File: config.mk
export PLATFORM = sky130hd
export DESIGN_NAME = stp_led_ctrl
export DESIGN_NICKNAME = d
export VERILOG_FILES = /design/src/rtl/stp_pkg.sv /design/src/rtl/stp_regs.sv /design/src/rtl/stp_auto_timer.sv /design/src/rtl/stp_serializer.sv /design/src/rtl/stp_led_ctrl.sv
export SDC_FILE = /design/constraint.sdc
export NUM_CORES = 1
export LEC_CHECK = 0
export BUFFER_PORTS_ARGS = -buffer_cell sky130_fd_sc_hd__buf_2
export CELL_PAD_IN_SITES_DETAIL_PLACEMENT = 0
export CELL_PAD_IN_SITES_GLOBAL_PLACEMENT = 1
export CORE_MARGIN = 2
export CORE_UTILIZATION = 50
export DETAILED_ROUTE_END_ITERATION = 16
export GPL_TIMING_DRIVEN = 1
export HOLD_SLACK_MARGIN = 0.05
export PLACE_DENSITY = 0.79
export REMOVE_ABC_BUFFERS = 1
export SYNTH_ARGS = -nofsm -noshare
export SYNTH_HDL_FRONTEND = slang
export SYNTH_HIERARCHICAL = 1
export SYNTH_SLANG_ARGS = --single-unit
File: constraint.sdc
create_clock -name clk -period 3.5 [get_ports clk]
set_clock_uncertainty 0.05 [all_clocks]
set_input_delay 0.175 -clock clk [delete_from_list [all_inputs] [get_ports clk]]
set_output_delay 0.175 -clock clk [all_outputs]
set_load 0.05 [all_outputs]
File: src/rtl/stp_pkg.sv
package stp_pkg;
    typedef enum logic [1:0] {
        SER_IDLE,
        SER_SHIFT,
        SER_STORE
    } ser_state_e;

    localparam logic [2:0] REG_CTRL0 = 3'd0;
    localparam logic [2:0] REG_CTRL1 = 3'd1;
    localparam logic [2:0] REG_DATA0 = 3'd2;
    localparam logic [2:0] REG_DATA1 = 3'd3;
    localparam logic [2:0] REG_STAT  = 3'd4;
endpackage

File: src/rtl/stp_regs.sv
module stp_regs
    import stp_pkg::*;
#(
    parameter int GROUPS = 3,
    parameter int DATA_W = 24
) (
    input  logic              clk,
    input  logic              rst_n,
    input  logic              bus_wr,
    input  logic [2:0]        bus_addr,
    input  logic [31:0]       bus_wdata,
    output logic [31:0]       bus_rdata,
    input  logic              busy,
    input  logic              done,
    output logic              cfg_sw,
    output logic              cfg_edge,
    output logic [1:0]        cfg_modem,
    output logic [1:0]        cfg_phy1,
    output logic [1:0]        cfg_phy2,
    output logic [GROUPS-1:0] cfg_groups,
    output logic              cfg_auto,
    output logic [1:0]        cfg_rate,
    output logic [DATA_W-1:0] cfg_image
);
    typedef struct packed {
        logic [31:0] ctrl0;
        logic [31:0] ctrl1;
        logic [31:0] data0;
        logic [31:0] data1;
    } regs_t;

    regs_t r_d, r_q;

    always_comb begin
        r_d = r_q;
        if (done) r_d.ctrl0[31] = 1'b0;
        if (bus_wr) begin
            case (bus_addr)
                REG_CTRL0: r_d.ctrl0 = bus_wdata;
                REG_CTRL1: r_d.ctrl1 = bus_wdata;
                REG_DATA0: r_d.data0 = bus_wdata;
                REG_DATA1: r_d.data1 = bus_wdata;
                default:   ;
            endcase
        end
    end

    always_ff @(posedge clk or negedge rst_n) begin
        if (!rst_n) begin
            r_q       <= '0;
            r_q.ctrl0 <= 32'h8000_0000;
        end else begin
            r_q <= r_d;
        end
    end

    always_comb begin
        case (bus_addr)
            REG_CTRL0: bus_rdata = r_q.ctrl0;
            REG_CTRL1: bus_rdata = r_q.ctrl1;
            REG_DATA0: bus_rdata = r_q.data0;
            REG_DATA1: bus_rdata = r_q.data1;
            REG_STAT:  bus_rdata = {31'd0, busy};
            default:   bus_rdata = '0;
        endcase
    end

    assign cfg_sw     = r_q.ctrl0[31];
    assign cfg_edge   = r_q.ctrl0[26];
    assign cfg_modem  = r_q.ctrl0[25:24];
    assign cfg_phy1   = r_q.ctrl0[28:27];
    assign cfg_phy2   = r_q.ctrl1[16:15];
    assign cfg_groups = r_q.ctrl1[GROUPS-1:0];
    assign cfg_auto   = (r_q.ctrl1[31:30] == 2'b10);
    assign cfg_rate   = r_q.ctrl1[24:23];
    assign cfg_image  = r_q.data0[DATA_W-1:0];
endmodule

File: src/rtl/stp_auto_timer.sv
module stp_auto_timer #(
    parameter int CLK_HZ = 50_000_000
) (
    input  logic       clk,
    input  logic       rst_n,
    input  logic       enable,
    input  logic [1:0] rate,
    output logic       tick
);
    localparam int CNT_W = $clog2(CLK_HZ / 2 + 1);
    localparam logic [CNT_W-1:0] PER0 = CNT_W'(CLK_HZ / 2 - 1);
    localparam logic [CNT_W-1:0] PER1 = CNT_W'(CLK_HZ / 4 - 1);
    localparam logic [CNT_W-1:0] PER2 = CNT_W'(CLK_HZ / 8 - 1);
    localparam logic [CNT_W-1:0] PER3 = CNT_W'(CLK_HZ / 10 - 1);

    typedef struct packed {
        logic [CNT_W-1:0] cnt;
    } tmr_t;

    tmr_t t_d, t_q;
    logic [CNT_W-1:0] last;

    always_comb begin
        case (rate)
            2'd0:    last = PER0;
            2'd1:    last = PER1;
            2'd2:    last = PER2;
            default: last = PER3;
        endcase
        t_d  = t_q;
        tick = 1'b0;
        if (!enable) begin
            t_d.cnt = '0;
        end else if (t_q.cnt >= last) begin
            tick    = 1'b1;
            t_d.cnt = '0;
        end else begin
            t_d.cnt = t_q.cnt + CNT_W'(1);
        end
    end

    always_ff @(posedge clk or negedge rst_n) begin
        if (!rst_n) t_q <= '0;
        else        t_q <= t_d;
    end
endmodule

File: src/rtl/stp_serializer.sv
module stp_serializer
    import stp_pkg::*;
#(
    parameter int DATA_W = 24,
    parameter int HALF   = 8,
    localparam int IDX_W = $clog2(DATA_W + 1)
) (
    input  logic              clk,
    input  logic              rst_n,
    input  logic              start,
    input  logic [DATA_W-1:0] image,
    input  logic [IDX_W-1:0]  nbits,
    input  logic              edge_fall,
    output logic              busy,
    output logic              done,
    output logic              sh_clk,
    output logic              sh_data,
    output logic              sh_store
);
    localparam int CNT_W = (HALF > 1) ? $clog2(HALF) : 1;

    typedef struct packed {
        ser_state_e        st;
        logic [CNT_W-1:0]  hcnt;
        logic              ph;
        logic [IDX_W-1:0]  idx;
        logic [DATA_W-1:0] sreg;
    } ser_t;

    ser_t s_d, s_q;
    logic half_end, slot_end;

    always_comb begin
        s_d      = s_q;
        done     = 1'b0;
        half_end = (s_q.hcnt == CNT_W'(HALF - 1));
        slot_end = half_end & s_q.ph;
        if (s_q.st == SER_IDLE) begin
            if (start) begin
                if (nbits == '0) begin
                    done = 1'b1;
                end else begin
                    s_d.st   = SER_SHIFT;
                    s_d.hcnt = '0;
                    s_d.ph   = 1'b0;
                    s_d.idx  = nbits - IDX_W'(1);
                    s_d.sreg = image << (IDX_W'(DATA_W) - nbits);
                end
            end
        end else begin
            if (half_end) begin
                s_d.hcnt = '0;
                s_d.ph   = ~s_q.ph;
            end else begin
                s_d.hcnt = s_q.hcnt + CNT_W'(1);
            end
            if (slot_end) begin
                if (s_q.st == SER_SHIFT) begin
                    if (s_q.idx == '0) begin
                        s_d.st = SER_STORE;
                    end else begin
                        s_d.idx  = s_q.idx - IDX_W'(1);
                        s_d.sreg = s_q.sreg << 1;
                    end
                end else begin
                    s_d.st = SER_IDLE;
                    done   = 1'b1;
                end
            end
        end
    end

    always_ff @(posedge clk or negedge rst_n) begin
        if (!rst_n) begin
            s_q    <= '0;
            s_q.st <= SER_IDLE;
        end else begin
            s_q <= s_d;
        end
    end

    assign busy     = (s_q.st != SER_IDLE);
    assign sh_clk   = edge_fall ^ ((s_q.st == SER_SHIFT) & s_q.ph);
    assign sh_data  = (s_q.st == SER_SHIFT) & s_q.sreg[DATA_W-1];
    assign sh_store = (s_q.st == SER_STORE);
endmodule

File: src/rtl/stp_led_ctrl.sv
module stp_led_ctrl #(
    parameter int GROUPS = 3,
    parameter int GRP_W  = 8,
    parameter int CLK_HZ = 50_000_000,
    parameter int HALF   = 8
) (
    input  logic        clk,
    input  logic        rst_n,
    input  logic        bus_wr,
    input  logic [2:0]  bus_addr,
    input  logic [31:0] bus_wdata,
    output logic [31:0] bus_rdata,
    input  logic [1:0]  modem_sts,
    input  logic [1:0]  phy1_sts,
    input  logic [1:0]  phy2_sts,
    output logic        sh_clk,
    output logic        sh_data,
    output logic        sh_store
);
    localparam int DATA_W = GROUPS * GRP_W;
    localparam int IDX_W  = $clog2(DATA_W + 1);

    logic              cfg_sw, cfg_edge, cfg_auto;
    logic [1:0]        cfg_modem, cfg_phy1, cfg_phy2, cfg_rate;
    logic [GROUPS-1:0] cfg_groups;
    logic [DATA_W-1:0] cfg_image, hw_val, hw_own, image;
    logic [IDX_W-1:0]  nbits;
    logic              ser_busy, ser_done, tick;

    function automatic logic [IDX_W-1:0] frame_bits(input logic [GROUPS-1:0] g);
        logic [IDX_W-1:0] n;
        n = '0;
        for (int i = 0; i < GROUPS; i++) begin
            if (g[i]) n = IDX_W'((i + 1) * GRP_W);
        end
        return n;
    endfunction

    stp_regs #(.GROUPS(GROUPS), .DATA_W(DATA_W)) u_regs (
        .clk(clk), .rst_n(rst_n), .bus_wr(bus_wr), .bus_addr(bus_addr),
        .bus_wdata(bus_wdata), .bus_rdata(bus_rdata), .busy(ser_busy),
        .done(ser_done), .cfg_sw(cfg_sw), .cfg_edge(cfg_edge),
        .cfg_modem(cfg_modem), .cfg_phy1(cfg_phy1), .cfg_phy2(cfg_phy2),
        .cfg_groups(cfg_groups), .cfg_auto(cfg_auto), .cfg_rate(cfg_rate),
        .cfg_image(cfg_image)
    );

    stp_auto_timer #(.CLK_HZ(CLK_HZ)) u_timer (
        .clk(clk), .rst_n(rst_n), .enable(cfg_auto), .rate(cfg_rate), .tick(tick)
    );

    always_comb begin
        hw_val      = '0;
        hw_own      = '0;
        hw_val[1:0] = modem_sts;
        hw_own[1:0] = cfg_modem;
        hw_val[3:2] = phy1_sts;
        hw_own[3:2] = cfg_phy1;
        hw_val[6:5] = phy2_sts;
        hw_own[6:5] = cfg_phy2;
        image       = (cfg_image & ~hw_own) | (hw_val & hw_own);
        nbits       = frame_bits(cfg_groups);
    end

    stp_serializer #(.DATA_W(DATA_W), .HALF(HALF)) u_ser (
        .clk(clk), .rst_n(rst_n), .start(cfg_sw | tick), .image(image),
        .nbits(nbits), .edge_fall(cfg_edge), .busy(ser_busy), .done(ser_done),
        .sh_clk(sh_clk), .sh_data(sh_data), .sh_store(sh_store)
    );
endmodule

==> results of run 1 <==
-- power groups by stage --
stage	logic [mW]	clock network, mW	registers, mW
after global placement	2.14	0	3.05
after floorplan	1.67	0	2.94
after global routing	2.45	2.11	3.10
final	2.23	1.98	3.04
after detailed placement	2.17	0	3.07
after CTS	2.21	2.03	3.04
-- cells by family (layout without fill, tap and decap cells) --
logic type	count (synthesis)	in the layout
DFF	188	188
other	1	8
xor gates and xnor gates	28	28
adders and majority gates	27	27
buffers and inverters	111	186
and+or+nand+nor	246	246
AOI/OAI and AO/OA	121	121
muxes	205	205
-- registers in the layout, indices dropped and copies added (netlist names) --
signal	cells
u_regs/cfg_edge	1
u_regs/cfg_groups	3
u_regs/cfg_image	24
u_regs/cfg_modem	2
u_regs/cfg_phy1	2
u_regs/cfg_phy2	2
u_regs/cfg_rate	2
u_regs/cfg_sw	1
u_regs/r_q	91
u_ser/s_q	35
u_timer/t_q	25
-- routing by layer --
layer | vias to the layer above | wire, µm
li1 | 3489 | -
met3 | 23 | 967
met2 | 171 | 11500
met4 | 0 | 259
met1 | 3709 | 11700
met5 | - | 0
-- worst max-delay path by stage --
stage | from | end | slack, ns | cells after the start
CTS | u_regs/cfg_rate[0] | u_ser/s_q[8] | 0.08 | 15
global route | u_regs/cfg_rate[0] | u_ser/s_q[8] | 0.03 | 14
floorplan | bus_addr[2] | u_regs/cfg_image[0] | -0.48 | 2
global placement | u_regs/cfg_rate[0] | u_ser/s_q[26] | 0.19 | 14
detailed placement | u_regs/cfg_rate[0] | u_ser/s_q[2] | 0.13 | 15
finish | u_regs/cfg_rate[0] | u_ser/s_q[8] | 0.28 | 15
-- cells in the final DEF (no fill, tap or decap), types with 18 or more instances in the layout --
| cell type | instances |
|---|---|
| dfrtp_1 | 186 |
| buf_4 | 22 |
| nand3_1 | 20 |
| dlygate4sd3_1 | 33 |
| buf_2 | 77 |
| mux4_2 | 49 |
| nand2_1 | 53 |
| ha_1 | 27 |
| nor2b_1 | 36 |
| a21oi_1 | 33 |
| mux2_2 | 136 |
| xnor2_1 | 18 |
| nor2_1 | 66 |
-- synthesized netlist by cell type (all sizes together), types with 2 or more instances --
library cell	instances	share of area
a211oi	11	0.0080
a21o	4	0.0027
a21oi	34	0.016
a221oi	6	0.0048
a22o	3	0.0024
a22oi	2	0.0014
a31oi	7	0.0040
a32oi	2	0.0016
and2	5	0.0031
and3	7	0.0040
and3b	2	0.0016
and4	4	0.0032
buf	80	0.051
clkbuf	13	0.0047
dfrtp	187	0.43
ha	27	0.031
inv	17	0.0058
mux2	147	0.15
mux2i	9	0.0082
mux4	49	0.10
nand2	53	0.018
nand2b	3	0.0017
nand3	20	0.0091
nand3b	3	0.0021
nand4	10	0.0063
nor2	72	0.026
nor2b	36	0.021
nor3	14	0.0064
nor4	3	0.0017
nor4bb	3	0.0027
o2111ai	4	0.0032
o211ai	4	0.0027
o21a	2	0.0014
o21ai	16	0.0073
o221ai	3	0.0024
o22ai	6	0.0034
o31a	2	0.0016
o31ai	4	0.0027
o41ai	2	0.0016
or2	3	0.0017
or3	2	0.0011
xnor2	19	0.016
xor2	9	0.0072
-- what timing repair did --
item / in CTS / in global routing
hold endpoints to repair: 228 / 0
setup endpoints to repair: 0 / 23
hold buffers: 33 / 0
buffers inserted: 0 / 0
resized for setup: 0 / 5
-- area by class of cell --
cell class                      count  area (µm²)  area share
Tap cell                          280         350      0.0285
Sequential cell                   188        4710       0.383
Clock buffer                       18         429      0.0349
Inverter                           18        67.6     0.00549
Timing Repair Buffer              136         946      0.0769
Clock inverter                     14         178      0.0144
Multi-Input combinational cell    635        5630       0.457
-- metrics by stage --
stage | util | total power [mW] | std cells
after global placement | 0.525 | 5.19 | 1224
after floorplan | - | 4.61 | 841
after CTS | 0.568 | 7.28 | 1289
final | 0.569 | 7.24 | 1289
after global routing | 0.569 | 7.66 | 1289
after detailed placement | 0.525 | 5.24 | 1224
==> impl_metrics.toml, run 1 <==
[synthesis]
synthArstFlopShare = 1.00
synth_compound_area_frac = 0.0752
synth-simple-area-share = 0.116
avgSynthCellArea_um2 = 11.8
ys_types = 75
synth_edf_count = 0
synth_seq_cells = 188
syn_inst = 927
yosys_warnings = 6
synth_top_family_by_area = "multiplexers"
yosysSeqAreaShare = 0.430
synth-xor-area-share = 0.0231
synth_ff_type = "dfrtp_1"
muxShareOfSynthArea = 0.262
mappedNetlistArea_um2 = 10900
synthAdderAreaFrac = 0.0309

[grt]
grt_max_degree = 104
use_met2 = 0.343
top_usage_layer = "met2"
use_met3 = 0.0376
grt_usage = 0.216
antenna_found_initial = 0
grt.overflow.total = 0
grt_pass1_vias = 7417
grt_pass1_wl_mm = 40.4
met1_usage = 0.316

[finish]
nFillCells = 1848
drive_gt1_frac = 0.345
n_antenna_cell = 0
stdcell_area_um2 = 12300
fin_nets = 1067
syn_to_final_growth_pct = 12.4

[floorplan]
core_um2 = 21600
die-area_um2 = 23100
chipHeight_um = 152
rows = 54
ios = 79
initial_core_util = 0.506
die_w_um = 152

[setup_path]
crit_top_cell = "a21oi_1"
crit_fanout = 18
crit_type = "flip-flop to flip-flop"
critPathSlowestCell = "dfrtp_2"
reg2reg_to = "u_ser/s_q[8]"
crit_path_end_kind = "flip-flop"
path_buf_inv = 4
crit_chain = "inv_1 > ha_1 > inv_1 > ha_1 > a21oi_1 > o21ai_0 > a211oi_2 > a31oi_1 > or2_2 > and3_1 > buf_4 > nor2_2 > buf_6 > a21oi_1 > a21oi_1"
cp.arrival_ns = 3.52
slowest_delay_ns = 0.41
cp-start-kind = "flip-flop"
r2r-start = "u_regs/cfg_rate[0]"
cp_top_family = "compound AO/OA/AOI/OAI gates"
reg2reg_depth = 15
r2r_setup_slack_ns = 0.28
critPathRequiredTime_ns = 3.80

[clock_network]
clock_latency_ns = 0.44
clock_path_buffers = 2
cts_tree = "built"
cts_buffers = 17
clk_pin_slew_ns = 0.08
htreeDepth = 4
cts_sinks = 188
cts_root_buffer = "clkbuf_16"

[timing]
worstMarginPinSlew_ns = 0.862
rsz0062_at_grt = "false"
min_period_ns = 3.22
maxSlewViolCount = 0
final-setup-viol-count = 0
max_freq_mhz = 310
min_period_over_period = 0.921
whs_ns = 0.330
final.setup.tns_ns = 0
hold_viol_final = 0
max_slew_margin = 0.425
layout_setup_ws_ns = 0.277

[power_and_ir_drop]
p_seq_frac = 0.419
max-vdd-ir-drop_v = 0.000324
p_sw_mw = 2.53
p_int_mw = 4.71
p_per_area_nw_per_um2 = 589
clkPwrFrac = 0.273
pwr-share-comb = 0.307
cellLeakagePower_nw = 5.25
p_sw_frac = 0.349

[detailed_routing]
wire_per_inst_um = 19.0
viasPerCell = 5.73
drc_errors = 0
ant_nets = 0
drt-initial-drc-count = 467
firstDrtPassIters = 5
wirelength_mm = 24.5
via_count = 7392

[placement]
gp_congestion = 0.853
numPortBuffers = 78
place_area_um2 = 11400
hpwlAfterDp_mm = 16.8
dpl_worst_slack_ns = 0.129

[worst_hold_path]
hp-class = "input port to asynchronous set/reset pin"

[job]
drv_cap = 0

[run_status]
status = "finished clean"
(Power assumes the default switching activity.)
==> run 2, diff against run 1 <==
--- a/config.mk
+++ b/config.mk
@@ -5,11 +5,12 @@
 export SDC_FILE = /design/constraint.sdc
 export NUM_CORES = 1
 export LEC_CHECK = 0
+export ABC_AREA = 1
 export BUFFER_PORTS_ARGS = -buffer_cell sky130_fd_sc_hd__buf_2
 export CELL_PAD_IN_SITES_DETAIL_PLACEMENT = 0
 export CELL_PAD_IN_SITES_GLOBAL_PLACEMENT = 1
 export CORE_MARGIN = 2
-export CORE_UTILIZATION = 50
+export CORE_UTILIZATION = 45
 export DETAILED_ROUTE_END_ITERATION = 16
 export GPL_TIMING_DRIVEN = 1
 export HOLD_SLACK_MARGIN = 0.05
==> run 2 against run 1 <==
Against the previous run:
- sequential share of layout area down 1.4 points
- utilization down 6.2 points
- clock power down 3%
- non-clock buffer count shrank 11
- via count up 37%
- register-to-register slack better by 0.09 ns
- critical path depth is 3 higher
- global-route usage is 1.5 points higher
==> impl_metrics.toml, run 2 <==
[synthesis]
synth_ff_type = "dfrtp_1"
yosys_warnings = 6
synthTopCellsByArea = "dfrtp_1 (40%), nand2_1 (17%), nand3_1 (6.7%)"
synth.top_cell.area_share = 0.405
synth_edf_count = 0
ys_types = 44
avgSynthCellArea_um2 = 6.97
synthArstFlopShare = 1.00
mappedNetlistArea_um2 = 11600
synth_most_common_cell = "nand2_1"
synth_common_cells = "nand2_1 (521), inv_1 (201), dfrtp_1 (187)"
yosysSeqAreaShare = 0.407
synth_seq_cells = 188
syn_inst = 1658
synth_top_area_cell = "dfrtp_1"

[timing]
rsz0062_at_grt = "false"
min_period_ns = 3.13
max_slew_margin = 0.278
layout_setup_ws_ns = 0.369
min_period_over_period = 0.895
hold_viol_final = 0
worstMarginPinSlew_ns = 1.08
final-setup-viol-count = 0
max_freq_mhz = 319
final.setup.tns_ns = 0
maxSlewViolCount = 0

[setup_path]
critPathSlowestCell = "dfrtp_1"
slowest_delay_ns = 0.45
cp-start-kind = "flip-flop"
crit_chain = "inv_1 > ha_1 > o21ai_1 > ha_1 > nand2_1 > nor2_1 > o21ai_1 > nand2_1 > nor2_2 > nand3_4 > nand2_1 > inv_1 > or2_1 > a21o_2 > nand3_4 > buf_4 > nand2_1 > a21boi_1"
crit_fanout = 16
critPathRequiredTime_ns = 3.77
crit_path_end_kind = "flip-flop"
cp.arrival_ns = 3.40
cp_top_family = "simple AND/OR/NAND/NOR gates"
crit_top_cell = "nand2_1"
crit_type = "flip-flop to flip-flop"
path_buf_inv = 3

[clock_network]
cts_tree = "built"
clock_latency_ns = 0.44
cts_root_buffer = "clkbuf_16"
cts_buffers = 17
clk_pin_slew_ns = 0.07
cts_setup_buffers = 0
clock_path_buffers = 2
cts_sinks = 188
htreeDepth = 4

[worst_hold_path]
hp-class = "input port to flip-flop"

[floorplan]
die-area_um2 = 27000
ios = 79
chipHeight_um = 164
initial_core_util = 0.459
die_w_um = 164
core_um2 = 25200
rows = 58

[detailed_routing]
viasPerCell = 4.94
wire_per_inst_um = 14.5
wirelength_mm = 29.6
firstDrtPassIters = 5
drc_errors = 0
drt-initial-drc-count = 785
via_count = 10096
ant_nets = 0

[finish]
multi_input_area_um2 = 5420
top_regs = "u_regs/r_q x91, u_ser/s_q x35, u_timer/t_q x25"
fin_nets = 1772
largest_reg_flops = 91
layout_common_cells = "nand2_1 (518), inv_1 (201), dfrtp_1 (187)"
utilization = 0.508
nFillCells = 2597
final_common_cell = "nand2_1"
syn_to_final_growth_pct = 10.5
drive_gt1_frac = 0.109
regMostFlops = "u_regs/r_q"
regArea_um2 = 4710

[grt]
grt_pass1_wl_mm = 49.4
grt.overflow.total = 0
top_usage_layer = "met2"
use_met2 = 0.362
grt_usage = 0.232
use_met3 = 0.0384
grt_pass1_vias = 9412
antenna_found_initial = 1
grt_max_degree = 72
met1_usage = 0.341

[power_and_ir_drop]
max-vdd-ir-drop_v = 0.000400
clkPwrFrac = 0.263
p_int_mw = 4.42
totalPowerFinal_mw = 7.30
p_per_area_nw_per_um2 = 571
p_sw_mw = 2.88
pwr-share-comb = 0.336
p_sw_frac = 0.395
cellLeakagePower_nw = 6.55
p_seq_frac = 0.401

[placement]
dpl_worst_slack_ns = 0.159
hpwlAfterDp_mm = 20.1
numPortBuffers = 78
gp_congestion = 0.885

[run_status]
status = "finished clean"

[job]
drv_cap = 0
[run 2: final cells by class]
class                   count  area share
clock inverters            14      0.0114
multi-input cells        1157       0.424
well taps                 330      0.0323
clock buffers              18      0.0336
diodes                      1    0.000196
inverters                 212      0.0631
repair buffers            125      0.0675
flip-flops and latches    188       0.368
[run 2: worst register-to-register path: cells and delay by family (launching register included)]
| family | cells | cell delay, ns |
|---|---|---|
| DFF | 1 | 0.45 |
| buffers and inverters | 3 | 0.37 |
| AOI/OAI and AO/OA | 4 | 0.68 |
| and+or+nand+nor | 9 | 0.95 |
| adders and majority gates | 2 | 0.52 |
[run 2: worst paths after layout]
path | start | endpoint | slack (ns) | cells past startpoint
min in group asynchronous | rst_n | u_timer/t_q[22] | 0.25 | 2
hold / removal | bus_wr | u_regs/r_q[61] | 0.14 | 3
max in group asynchronous | rst_n | u_regs/cfg_image[16] | 2.33 | 3
setup / recovery | u_regs/cfg_rate[1] | u_ser/s_q[22] | 0.37 | 18
setup reg to reg | u_regs/cfg_rate[1] | u_ser/s_q[22] | 0.37 | 18
hold reg to reg | u_ser/s_q[30] | u_ser/s_q[30] | 0.43 | 1
[run 2: metal layers]
layer | up-vias | wire [µm]
met5 | - | 0
met4 | 0 | 239
met3 | 18 | 1240
met2 | 214 | 13400
met1 | 4640 | 14800
li1 | 5224 | -
[run 2: power by group through the flow]
stage / logic [mW] / registers, mW / clock network, mW
6_report: 2.45 / 2.93 / 1.92
5_1_grt: 2.80 / 2.99 / 2.07
4_1_cts: 2.42 / 2.93 / 1.99
3_5_place_dp: 2.39 / 2.96 / 0
3_3_place_gp: 2.35 / 2.96 / 0
2_1_floorplan: 1.79 / 2.88 / 0
[run 2: per-stage QoR]
stage	instances	hold WS (ns)	area, µm²
2_1_floorplan	1557	-0.171	10900
3_3_place_gp	1978	0.175	11900
3_5_place_dp	1978	0.171	11900
4_1_cts	2044	0.116	12800
5_1_grt	2045	0.140	12800
6_report	2045	0.138	12800
[run 2: cells by family after synthesis]
group / share of synthesized area
compound gates: 0.103
buf+inv: 0.127
fa+ha+maj: 0.0292
other cells: 0.000324
flops: 0.407
simple gates: 0.327
xor+xnor: 0.00682
[run 2: timing repair]
action / CTS / global route
endpoints found under the hold margin: 196 / 0
hold buffers: 34 / 0
setup endpoints to repair: 0 / 26
gates resized for setup: 0 / 2
